[config.mk]
export PLATFORM = sky130hd
export DESIGN_NAME = hp_irq_aggregator
export DESIGN_NICKNAME = d
export VERILOG_FILES = /design/src/rtl/hp_irq_pkg.sv /design/src/rtl/hp_slot_events.sv /design/src/rtl/hp_ctl_word.sv /design/src/rtl/hp_irq_signal.sv /design/src/rtl/hp_irq_aggregator.sv
export SDC_FILE = /design/constraint.sdc
export NUM_CORES = 1
export LEC_CHECK = 0
export ABC_CLOCK_PERIOD_IN_PS = 2600
export BUFFER_PORTS_ARGS = -buffer_cell sky130_fd_sc_hd__buf_2
export CAP_MARGIN = 15
export CORE_MARGIN = 5
export CORE_UTILIZATION = 43
export CTS_BUF_LIST = sky130_fd_sc_hd__clkbuf_16
export CTS_CLUSTER_SIZE = 10
export DETAILED_ROUTE_END_ITERATION = 10
export PLACE_DENSITY = 0.87
export SLEW_MARGIN = 20
export SYNTH_ARGS = -nofsm -noshare
export SYNTH_HDL_FRONTEND = slang
export SYNTH_SLANG_ARGS = --single-unit
[constraint.sdc]
create_clock -name clk -period 2.6 [get_ports clk]
set_input_delay 0.52 -clock clk [delete_from_list [all_inputs] [get_ports clk]]
set_output_delay 0.52 -clock clk [all_outputs]
set_load 0.02 [all_outputs]
[src/rtl/hp_irq_pkg.sv]
package hp_irq_pkg;
  localparam int LOC_W         = 32;
  localparam int CTL_W         = 32;
  localparam int LATCH_BITS    = 5;
  localparam int MASK_BITS     = 7;
  localparam int RW_BITS       = 4;
  localparam int CTL_INT_DIS   = 0;
  localparam int CTL_CMD_IDIS  = 2;
  localparam int CTL_CMD_DET   = 16;
  localparam int CTL_ARB_DET   = 17;
  localparam int LOC_CMD_BIT   = 0;
  localparam logic [MASK_BITS-1:0] MASK_RST = '1;
  localparam logic [RW_BITS-1:0]   RW_RST   = '1;
endpackage

[src/rtl/hp_slot_events.sv]
module hp_slot_events
  import hp_irq_pkg::*;
#(
  parameter int EVT_W = 8
) (
  input  logic             clk,
  input  logic             rst_n,
  input  logic [EVT_W-1:0] set_i,
  input  logic             clr_we_i,
  input  logic [EVT_W-1:0] clr_data_i,
  input  logic             mask_we_i,
  input  logic [EVT_W-1:0] mask_data_i,
  output logic [EVT_W-1:0] latch_o,
  output logic [EVT_W-1:0] mask_o,
  output logic             pending_o
);
  logic [LATCH_BITS-1:0] latch_q, latch_d, clr_bits;
  logic                  latch_en;
  logic [MASK_BITS-1:0]  mask_q, mask_d;
  logic                  mask_en;

  always_comb begin
    clr_bits = clr_we_i ? clr_data_i[LATCH_BITS-1:0] : '0;
    latch_en = clr_we_i | (|set_i[LATCH_BITS-1:0]);
    latch_d  = (latch_q & ~clr_bits) | set_i[LATCH_BITS-1:0];
    mask_en  = mask_we_i;
    mask_d   = mask_data_i[MASK_BITS-1:0];
  end

  always_ff @(posedge clk or negedge rst_n) begin
    if (!rst_n) begin
      latch_q <= '0;
    end else if (latch_en) begin
      latch_q <= latch_d;
    end
  end

  always_ff @(posedge clk or negedge rst_n) begin
    if (!rst_n) begin
      mask_q <= MASK_RST;
    end else if (mask_en) begin
      mask_q <= mask_d;
    end
  end

  assign latch_o   = {{(EVT_W-LATCH_BITS){1'b0}}, latch_q};
  assign mask_o    = {{(EVT_W-MASK_BITS){1'b0}}, mask_q};
  assign pending_o = |(latch_q & ~mask_q[LATCH_BITS-1:0]);

  // a set pulse is visible in the latch after the edge
  assert_set_sticks_R1: assert property (@(posedge clk) disable iff (!rst_n)
    (|set_i[LATCH_BITS-1:0]) |=>
      ((latch_q & $past(set_i[LATCH_BITS-1:0])) == $past(set_i[LATCH_BITS-1:0])));

  // clearing with all-zero data and no set leaves the latch alone
  assert_zero_clear_R2: assert property (@(posedge clk) disable iff (!rst_n)
    (clr_we_i && (clr_data_i == '0) && !(|set_i)) |=> $stable(latch_q));
endmodule

[src/rtl/hp_ctl_word.sv]
module hp_ctl_word
  import hp_irq_pkg::*;
(
  input  logic             clk,
  input  logic             rst_n,
  input  logic             we_i,
  input  logic [CTL_W-1:0] data_i,
  input  logic             cmd_done_i,
  input  logic             arb_detect_i,
  output logic [CTL_W-1:0] ctl_o,
  output logic             int_dis_o,
  output logic             cmd_req_o
);
  logic [RW_BITS-1:0] rw_q, rw_d;
  logic               rw_en;
  logic               cmd_q, cmd_d, cmd_en;
  logic               arb_q, arb_d, arb_en;

  always_comb begin
    rw_en  = we_i;
    rw_d   = data_i[RW_BITS-1:0];
    cmd_en = cmd_done_i | we_i;
    cmd_d  = (cmd_q & ~(we_i & data_i[CTL_CMD_DET])) | cmd_done_i;
    arb_en = arb_detect_i | we_i;
    arb_d  = (arb_q & ~(we_i & data_i[CTL_ARB_DET])) | arb_detect_i;
  end

  always_ff @(posedge clk or negedge rst_n) begin
    if (!rst_n) begin
      rw_q <= RW_RST;
    end else if (rw_en) begin
      rw_q <= rw_d;
    end
  end

  always_ff @(posedge clk or negedge rst_n) begin
    if (!rst_n) begin
      cmd_q <= 1'b0;
    end else if (cmd_en) begin
      cmd_q <= cmd_d;
    end
  end

  always_ff @(posedge clk or negedge rst_n) begin
    if (!rst_n) begin
      arb_q <= 1'b0;
    end else if (arb_en) begin
      arb_q <= arb_d;
    end
  end

  always_comb begin
    ctl_o              = '0;
    ctl_o[RW_BITS-1:0] = rw_q;
    ctl_o[CTL_CMD_DET] = cmd_q;
    ctl_o[CTL_ARB_DET] = arb_q;
  end

  assign int_dis_o = rw_q[CTL_INT_DIS];
  assign cmd_req_o = cmd_q & ~rw_q[CTL_CMD_IDIS];

  // command completion always lands in the flag
  assert_cmd_sets_R4: assert property (@(posedge clk) disable iff (!rst_n)
    cmd_done_i |=> ctl_o[CTL_CMD_DET]);

  // arbiter pulse always lands in its flag, even against a clear
  assert_arb_sets_R6: assert property (@(posedge clk) disable iff (!rst_n)
    arb_detect_i |=> ctl_o[CTL_ARB_DET]);
endmodule

[src/rtl/hp_irq_signal.sv]
module hp_irq_signal
  import hp_irq_pkg::*;
(
  input  logic             clk,
  input  logic             rst_n,
  input  logic [LOC_W-1:0] locator_i,
  input  logic             int_dis_i,
  input  logic             msi_en_i,
  input  logic             restore_i,
  output logic             intx_o,
  output logic             msi_pulse_o
);
  logic level;
  logic last_q, last_d;
  logic intx_q, intx_d;
  logic msi_q, msi_d;

  always_comb begin
    level  = ~int_dis_i & (|locator_i);
    intx_d = level & ~msi_en_i;
    msi_d  = msi_en_i & (level ^ last_q);
    last_d = restore_i ? 1'b0 : level;
  end

  always_ff @(posedge clk or negedge rst_n) begin
    if (!rst_n) begin
      last_q <= 1'b0;
      intx_q <= 1'b0;
      msi_q  <= 1'b0;
    end else begin
      last_q <= last_d;
      intx_q <= intx_d;
      msi_q  <= msi_d;
    end
  end

  assign intx_o      = intx_q;
  assign msi_pulse_o = msi_q;

  // the level pin stays quiet in message mode
  assert_intx_mode_R7: assert property (@(posedge clk) disable iff (!rst_n)
    intx_o |-> !$past(msi_en_i));

  // a notify pulse only follows a cycle in message mode
  assert_msi_mode_R8: assert property (@(posedge clk) disable iff (!rst_n)
    msi_pulse_o |-> $past(msi_en_i));

  // restore followed by a held request in message mode re-notifies
  assert_restore_rearm_R9: assert property (@(posedge clk) disable iff (!rst_n)
    (restore_i && msi_en_i && level) ##1 (msi_en_i && level) |=> msi_pulse_o);
endmodule

[src/rtl/hp_irq_aggregator.sv]
module hp_irq_aggregator
  import hp_irq_pkg::*;
#(
  parameter int NUM_SLOTS = 4,
  parameter int EVT_W     = 8
) (
  input  logic                       clk,
  input  logic                       rst_n,
  input  logic [NUM_SLOTS*EVT_W-1:0] evt_set_i,
  input  logic [NUM_SLOTS-1:0]       evt_clr_we_i,
  input  logic [EVT_W-1:0]           evt_clr_data_i,
  input  logic [NUM_SLOTS-1:0]       mask_we_i,
  input  logic [EVT_W-1:0]           mask_data_i,
  input  logic                       ctl_we_i,
  input  logic [CTL_W-1:0]           ctl_data_i,
  input  logic                       cmd_done_i,
  input  logic                       arb_detect_i,
  input  logic                       msi_en_i,
  input  logic                       restore_i,
  output logic [NUM_SLOTS*EVT_W-1:0] latch_o,
  output logic [NUM_SLOTS*EVT_W-1:0] mask_o,
  output logic [CTL_W-1:0]           ctl_o,
  output logic [LOC_W-1:0]           locator_o,
  output logic                       intx_o,
  output logic                       msi_pulse_o
);
  localparam int SLOT_LSB = LOC_CMD_BIT + 1;

  logic [NUM_SLOTS-1:0] pending;
  logic                 int_dis;
  logic                 cmd_req;
  logic [LOC_W-1:0]     loc;

  for (genvar s = 0; s < NUM_SLOTS; s++) begin : g_slot
    hp_slot_events #(.EVT_W(EVT_W)) i_slot (
      .clk        (clk),
      .rst_n      (rst_n),
      .set_i      (evt_set_i[s*EVT_W +: EVT_W]),
      .clr_we_i   (evt_clr_we_i[s]),
      .clr_data_i (evt_clr_data_i),
      .mask_we_i  (mask_we_i[s]),
      .mask_data_i(mask_data_i),
      .latch_o    (latch_o[s*EVT_W +: EVT_W]),
      .mask_o     (mask_o[s*EVT_W +: EVT_W]),
      .pending_o  (pending[s])
    );
  end

  hp_ctl_word i_ctl (
    .clk         (clk),
    .rst_n       (rst_n),
    .we_i        (ctl_we_i),
    .data_i      (ctl_data_i),
    .cmd_done_i  (cmd_done_i),
    .arb_detect_i(arb_detect_i),
    .ctl_o       (ctl_o),
    .int_dis_o   (int_dis),
    .cmd_req_o   (cmd_req)
  );

  always_comb begin
    loc              = '0;
    loc[LOC_CMD_BIT] = cmd_req;
    loc[SLOT_LSB +: NUM_SLOTS] = pending;
  end

  assign locator_o = loc;

  hp_irq_signal i_sig (
    .clk        (clk),
    .rst_n      (rst_n),
    .locator_i  (loc),
    .int_dis_i  (int_dis),
    .msi_en_i   (msi_en_i),
    .restore_i  (restore_i),
    .intx_o     (intx_o),
    .msi_pulse_o(msi_pulse_o)
  );

  // global disable keeps the level pin low on the next cycle
  assert_disable_quiet_R7: assert property (@(posedge clk) disable iff (!rst_n)
    ctl_o[CTL_INT_DIS] |=> !intx_o);

  // a pending slot with interrupts on raises the request path
  assert_slot_reaches_pin_R3: assert property (@(posedge clk) disable iff (!rst_n)
    ((|pending) && !ctl_o[CTL_INT_DIS] && !msi_en_i) |=> intx_o);
endmodule

==> results_dict.tcl, run 1 <==
set metrics [dict create \
    outcome "completed" \
    cellPowerDensity_nw_per_um2 730 \
    worst-r2r-setup-slack_ps 540 \
    cts.root.buffer_cell "clkbuf_16" \
    synth_area_leader_cell "dfstp_2" \
    clock_sinks 57 \
    crit_end "locator_o[1]" \
    core_area_sq_um 6420 \
    crit_start "g_slot[0].i_slot.mask_q[2]$_DFFE_PN1P_" \
    yosys_warns 0 \
    worstSetupStartpointType "flop" \
    cts_buffer_depth 2 \
    slew-limit-headroom_pct 60.8 \
    worst_path_max_delay_cell "a222oi_1" \
    timing.final.setup_violations 0 \
    synth_adder_area_share_pct 0 \
    final_cells 460 \
    critPathKind "reg -> out" \
    number_of_antenna_violations_at_the_first_check_in_global_routing 0 \
    cp_max_fo 2 \
    syn_avg_cell_area_sq_um 10.9 \
    worst_slew_pin_slew_ps 588 \
    synth_xor_area_share_pct 0 \
    top_library_cells_by_usage_in_the_layout_fill_and_taps_aside "buf_2, conb_1, nand2_1" \
    final_min_period_over_clock_period_pct 90.3 \
    final.hold.worst_slack_ps 200 \
    drive_above_1_share_pct 47.5 \
    finalPower_mw 2.54 \
    final-max-slew-violation-count 0 \
    design.die.area_sq_um 8450 \
    worstReg2RegStart "g_slot[0].i_slot.mask_q[2]$_DFFE_PN1P_" \
    gr-usage-all-layers_pct 18.4 \
    synth.area.top_cells "dfstp_2, dfrtp_1, buf_4" \
    gp_congestion 0.794 \
    postLayoutSetupSlackWorst_ps 253 \
    grt_start_max_net_pins 28 \
    h-tree-depth 3 \
    grt_pass1_wl_mm 11.9 \
    critical_path.max_stage_delay_ps 550 \
    pre_cts_slack_ps 620 \
    final_antenna_net_count 0 \
    combinational_family_with_the_most_area_after_synthesis "buffers and inverters" \
    synth.yosys.seq_area_share_pct 50.8 \
    die_h_um 91.9 \
    drcViolationCount 0 \
    path_clk_slew_ps 50 \
    power.static_leakage_nw 1.80 \
    tritoncts.num_buffers 9 \
    placed_cells_incl_taps 444 \
    floorplan.initialDensity_pct 44.9 \
    grt_pass1_vias 2302 \
    num_antenna_cells 0 \
    postSynthRegisterBits 57 \
    fmax_ghz 0.426 \
    setup_repair_after_global_routing_missed_its_margin "no" \
    routed_wirelength_mm 7.69 \
    detailedRoute.firstPassIterationCount 4 \
    dr_total_vias 2110 \
    worstSkewPairLatency_ps 320 \
    detail_route.wl_per_cell_um 16.7 \
    placementRows 29 \
    globalRouteOverflowTotal 0 \
    postSynth.asyncResetShare_pct 100 \
    cts.repair.resized 0 \
    synth_largest_type_area_fraction_pct 29.1 \
    timing.final.hold_violations 0 \
    layout_commonest_cell "buf_2" \
    post-dp-hpwl_mm 6.00 \
    worst_ep_required_time_ps 2080 \
    min_delay_path_class "in -> async" \
    endpoint_kind "output port" \
    drt_first_iter_violations 85 \
    arrival_time_at_the_worst_endpoint_ps 1830 \
    fin_nets 473 \
    synth.area.mux_share_pct 7.76 \
    synth_compound_gate_area_share_pct 11.9 \
    synthFlopType "dfstp_2" \
    post_synth_num_cell_types 19 \
    cap_violations 0 \
    fp.dieW_um 91.9 \
    cts.hold.buffers_added 0 \
    post-cts-setup-buffers 0 \
    rr_worst_depth 5 \
    synth-edff-count 0 \
    pin_count 225 \
    synth_instances 266 \
    area_growth_syn_to_layout_pct 20.5 \
    viasPerCell 4.59 \
    setup_tns_ps 0 \
    io_buffers 113 \
    basic_gate_share_of_the_synthesized_area_counting_and_or_nand_and_nor_cells_pct 6.29 \
    tritoncts "yes" \
    cp_cell_sequence "inv_1 -> a222oi_1 -> nand3_1 -> buf_2" \
    vdd.ir_drop.worst_uv 550 \
    synthesis.area_sq_um 2890 \
    finalCriticalPeriod_ps 2350 \
    clock-skew-final_ps 8.45 \
    reg2reg_to "i_sig.msi_pulse_o$_DFF_PN0_" \
]
[state kept, by name, summed over array words and instances, names as in the netlist]
register / flops
i_sig.msi_pulse_o: 1
i_sig.last_q: 1
i_ctl.rw_q: 4
i_sig.intx_o: 1
i_ctl.arb_q: 1
g_slot.i_slot.mask_q: 28
g_slot.i_slot.latch_q: 20
i_ctl.cmd_q: 1
[worst min path at each step]
stage / start / to / slack [ps] / cells after the start
floorplan: rst_n / g_slot[0].i_slot.latch_q[0]$_DFFE_PN0P_ / 220 / 0
global route: rst_n / g_slot[0].i_slot.latch_q[4]$_DFFE_PN0P_ / 240 / 1
finish: rst_n / g_slot[0].i_slot.latch_q[4]$_DFFE_PN0P_ / 200 / 1
detailed placement: g_slot[3].i_slot.latch_q[3]$_DFFE_PN0P_ / g_slot[3].i_slot.latch_q[3]$_DFFE_PN0P_ / 490 / 1
global placement: i_ctl.arb_q$_DFFE_PN0P_ / i_ctl.arb_q$_DFFE_PN0P_ / 450 / 1
CTS: rst_n / g_slot[0].i_slot.latch_q[4]$_DFFE_PN0P_ / 210 / 1
[kinds of logic (layout without fill, tap and decap cells)]
kind of cell,after synthesis,count (layout)
buffers and inverters,101,150
DFF,57,57
and+or+nand+nor,44,44
AOI/OAI and AO/OA,43,43
muxes,20,20
other,1,69
[metrics by stage]
step	instance area (sq um)	util [%]
floorplan	3140	-
global placement	3220	50.2
detailed placement	3220	50.2
CTS	3480	54.1
global route	3480	54.1
finish	3480	54.1
[synth_stat cells (2+ instances only)]
cell and instances:
a222oi_1 4, dfstp_2 32, nand2_1 36, nor2_1 2
mux2_2 19, clkbuf_1 5, nand2b_1 3, o21ai_0 13
o221ai_2 3, dfrtp_1 25, inv_1 19, a21o_1 22
buf_4 77
[power by group]
group          internal, mW  total, mW  switching [mW]
registers              1.00       1.05          0.0534
clock network         0.623      0.996           0.374
logic                 0.149      0.487           0.338
total                  1.77       2.54           0.765
[critical path: cells and delay by family, from the launching register on]
family / cells / cell delay [ps]
AOI/OAI and AO/OA: 1 / 550
buffers and inverters: 2 / 250
DFF: 1 / 530
and+or+nand+nor: 1 / 170
[per-layer routing]
layer	part of all wire (%)	wire [um]	track usage, %	up-vias
met5	0	0	0	-
met4	2.3	176	8.42	0
met3	13	988	6.96	15
met2	51	3920	32.6	152
met1	34	2600	19.2	999
li1	-	-	-	944
[cell type report]
type,instances,area [sq um]
fillers,514,2950
flip-flops and latches,57,1470
multi-input cells,176,1010
repair buffers,115,581
clock buffers,9,225
well taps,77,96.3
inverters,19,71.3
clock inverters,7,30.0
Note: power is estimated with default switching activity, not from simulation.
==> run 2, diff against run 1 <==
Settings changed: PLACE_DENSITY 0.87 to unset, PLACE_DENSITY_LB_ADDON set to 0.1.
==> results_dict.tcl, run 2 (synthesis results as in run 1) <==
set metrics [dict create \
    placed_cells_incl_taps 443 \
    timing.final.setup_violations 0 \
    cts_buffer_depth 2 \
    rr_worst_depth 5 \
    detail_route.wl_per_cell_um 15.6 \
    global_route.usage.met3_pct 6.38 \
    vdd.ir_drop.worst_uv 395 \
    cp_max_fo 2 \
    cts.root.buffer_cell "clkbuf_16" \
    post-dp-hpwl_mm 5.61 \
    grt_start_max_net_pins 31 \
    outcome "completed" \
    gr-usage-all-layers_pct 17.1 \
    final.hold.worst_slack_ps 229 \
    pre_cts_slack_ps 602 \
    timing.final.hold_violations 0 \
    h-tree-depth 3 \
    routed_wirelength_mm 7.14 \
    path_clk_slew_ps 50 \
    setup_tns_ps 0 \
    worstReg2RegStart "g_slot[2].i_slot.mask_q[1]$_DFFE_PN1P_" \
    reg2reg_to "i_sig.msi_pulse_o$_DFF_PN0_" \
    viasPerCell 4.42 \
    final-max-slew-violation-count 0 \
    worst-r2r-setup-slack_ps 590 \
    tritoncts.num_buffers 9 \
    final_antenna_net_count 0 \
    design.die.area_sq_um 8450 \
    cts.repair.resized 0 \
    worstSetupStartpointType "flop" \
    finalPower_mw 2.52 \
    grt_pass1_wl_mm 10.9 \
    post-route-util_pct 54.2 \
    power.static_leakage_nw 1.80 \
    fin_nets 472 \
    globalRouteOverflowTotal 0 \
    fin_area_sq_um 3480 \
    drt_first_iter_violations 71 \
    worst_ep_required_time_ps 2080 \
    combinationalPowerShare_pct 19.0 \
    clock_sinks 57 \
    final_min_period_over_clock_period_pct 89.4 \
    slew-limit-headroom_pct 56.8 \
    number_of_antenna_violations_at_the_first_check_in_global_routing 0 \
    placementRows 29 \
    regMostFlops "g_slot.i_slot.mask_q" \
    pin_count 225 \
    clock-skew-final_ps 5.94 \
    cellPowerDensity_nw_per_um2 725 \
    tritoncts "yes" \
    largest_register_ffs 28 \
    detailedRoute.firstPassIterationCount 5 \
    fmax_ghz 0.430 \
    min_delay_path_class "in -> async" \
    global_route.usage.met2_pct 27.4 \
    drive_above_1_share_pct 47.1 \
    floorplan.initialDensity_pct 44.9 \
    layout_commonest_cell "buf_2" \
    num_antenna_cells 0 \
    critPathKind "reg -> out" \
    finalCriticalPeriod_ps 2320 \
    post-cts-setup-buffers 0 \
    net_switching_share_of_the_total_power_pct 29.8 \
    clock_power_share_pct 39.4 \
    final_cells 459 \
    grt_util_met1_pct 21.3 \
    netSwitchingPower_mw 0.752 \
    power.sequential.fraction_pct 41.6 \
    endpoint_kind "output port" \
    fillers 579 \
    drcViolationCount 0 \
    gp_congestion 0.762 \
    gr-max-usage-layer "met2" \
    power.internal_mw 1.77 \
    setup_repair_after_global_routing_missed_its_margin "no" \
    reg_top3 "g_slot.i_slot.mask_q: 28 flops, g_slot.i_slot.latch_q: 20 flops, i_ctl.rw_q: 4 flops" \
    core_area_sq_um 6420 \
    die_h_um 91.9 \
    dr_total_vias 2028 \
    cap_violations 0 \
    fp.dieW_um 91.9 \
    postLayoutSetupSlackWorst_ps 276 \
    io_buffers 113 \
    area_growth_syn_to_layout_pct 20.6 \
    arrival_time_at_the_worst_endpoint_ps 1800 \
    worstSkewPairLatency_ps 320 \
    top_library_cells_by_usage_in_the_layout_fill_and_taps_aside "buf_2, conb_1, nand2_1" \
    place_area_sq_um 3230 \
    cts.hold.buffers_added 0 \
    grt_pass1_vias 2072 \
    worst_slew_pin_slew_ps 647 \
]
## run 2: cell types whose count changed in the layout (fill, tap and decap cells not counted), sizes merged
| cell | previous run | this run |
|---|---|---|
| buf | 115 | 114 |
## run 2: worst max-delay path by stage
stage	slack [ps]	depth (start not counted)	end	start
finish	280	4	locator_o[3]	g_slot[2].i_slot.mask_q[1]$_DFFE_PN1P_
global route	170	4	locator_o[3]	g_slot[2].i_slot.mask_q[1]$_DFFE_PN1P_
CTS	280	4	locator_o[3]	g_slot[2].i_slot.mask_q[1]$_DFFE_PN1P_
detailed placement	600	5	i_sig.msi_pulse_o$_DFF_PN0_	g_slot[1].i_slot.mask_q[0]$_DFFE_PN1P_
global placement	590	5	i_sig.msi_pulse_o$_DFF_PN0_	g_slot[1].i_slot.mask_q[0]$_DFFE_PN1P_
floorplan	740	4	locator_o[2]	g_slot[1].i_slot.mask_q[0]$_DFFE_PN1P_
## run 2: power by group through the flow
stage / logic [mW] / registers (mW) / clock network, mW
6_report: 0.480 / 1.05 / 0.994
3_3_place_gp: 0.480 / 1.06 / 0
4_1_cts: 0.483 / 1.05 / 1.02
5_1_grt: 0.519 / 1.06 / 1.06
3_5_place_dp: 0.484 / 1.06 / 0
2_1_floorplan: 0.301 / 1.15 / 0
## run 2: layer usage
layer	wire length, um	vias to the layer above
li1	-	948
met1	2950	950
met2	3310	124
met3	814	6
met4	70	0
met5	0	-
## run 2: final cells by class
type / instances / area, sq um / area share [%]
Multi-Input combinational cell: 176 / 1010 / 28.9
Inverter: 19 / 71.3 / 2.05
Clock inverter: 7 / 28.8 / 0.827
Timing Repair Buffer: 114 / 586 / 16.8
Tap cell: 77 / 96.3 / 2.77
Clock buffer: 9 / 225 / 6.47
Sequential cell: 57 / 1470 / 42.1
## run 2: worst max-delay path: stages (launching register included)
cell and delay, ps:
dfstp_2 520, inv_1 50, a222oi_1 480, o221ai_2 230
buf_2 210
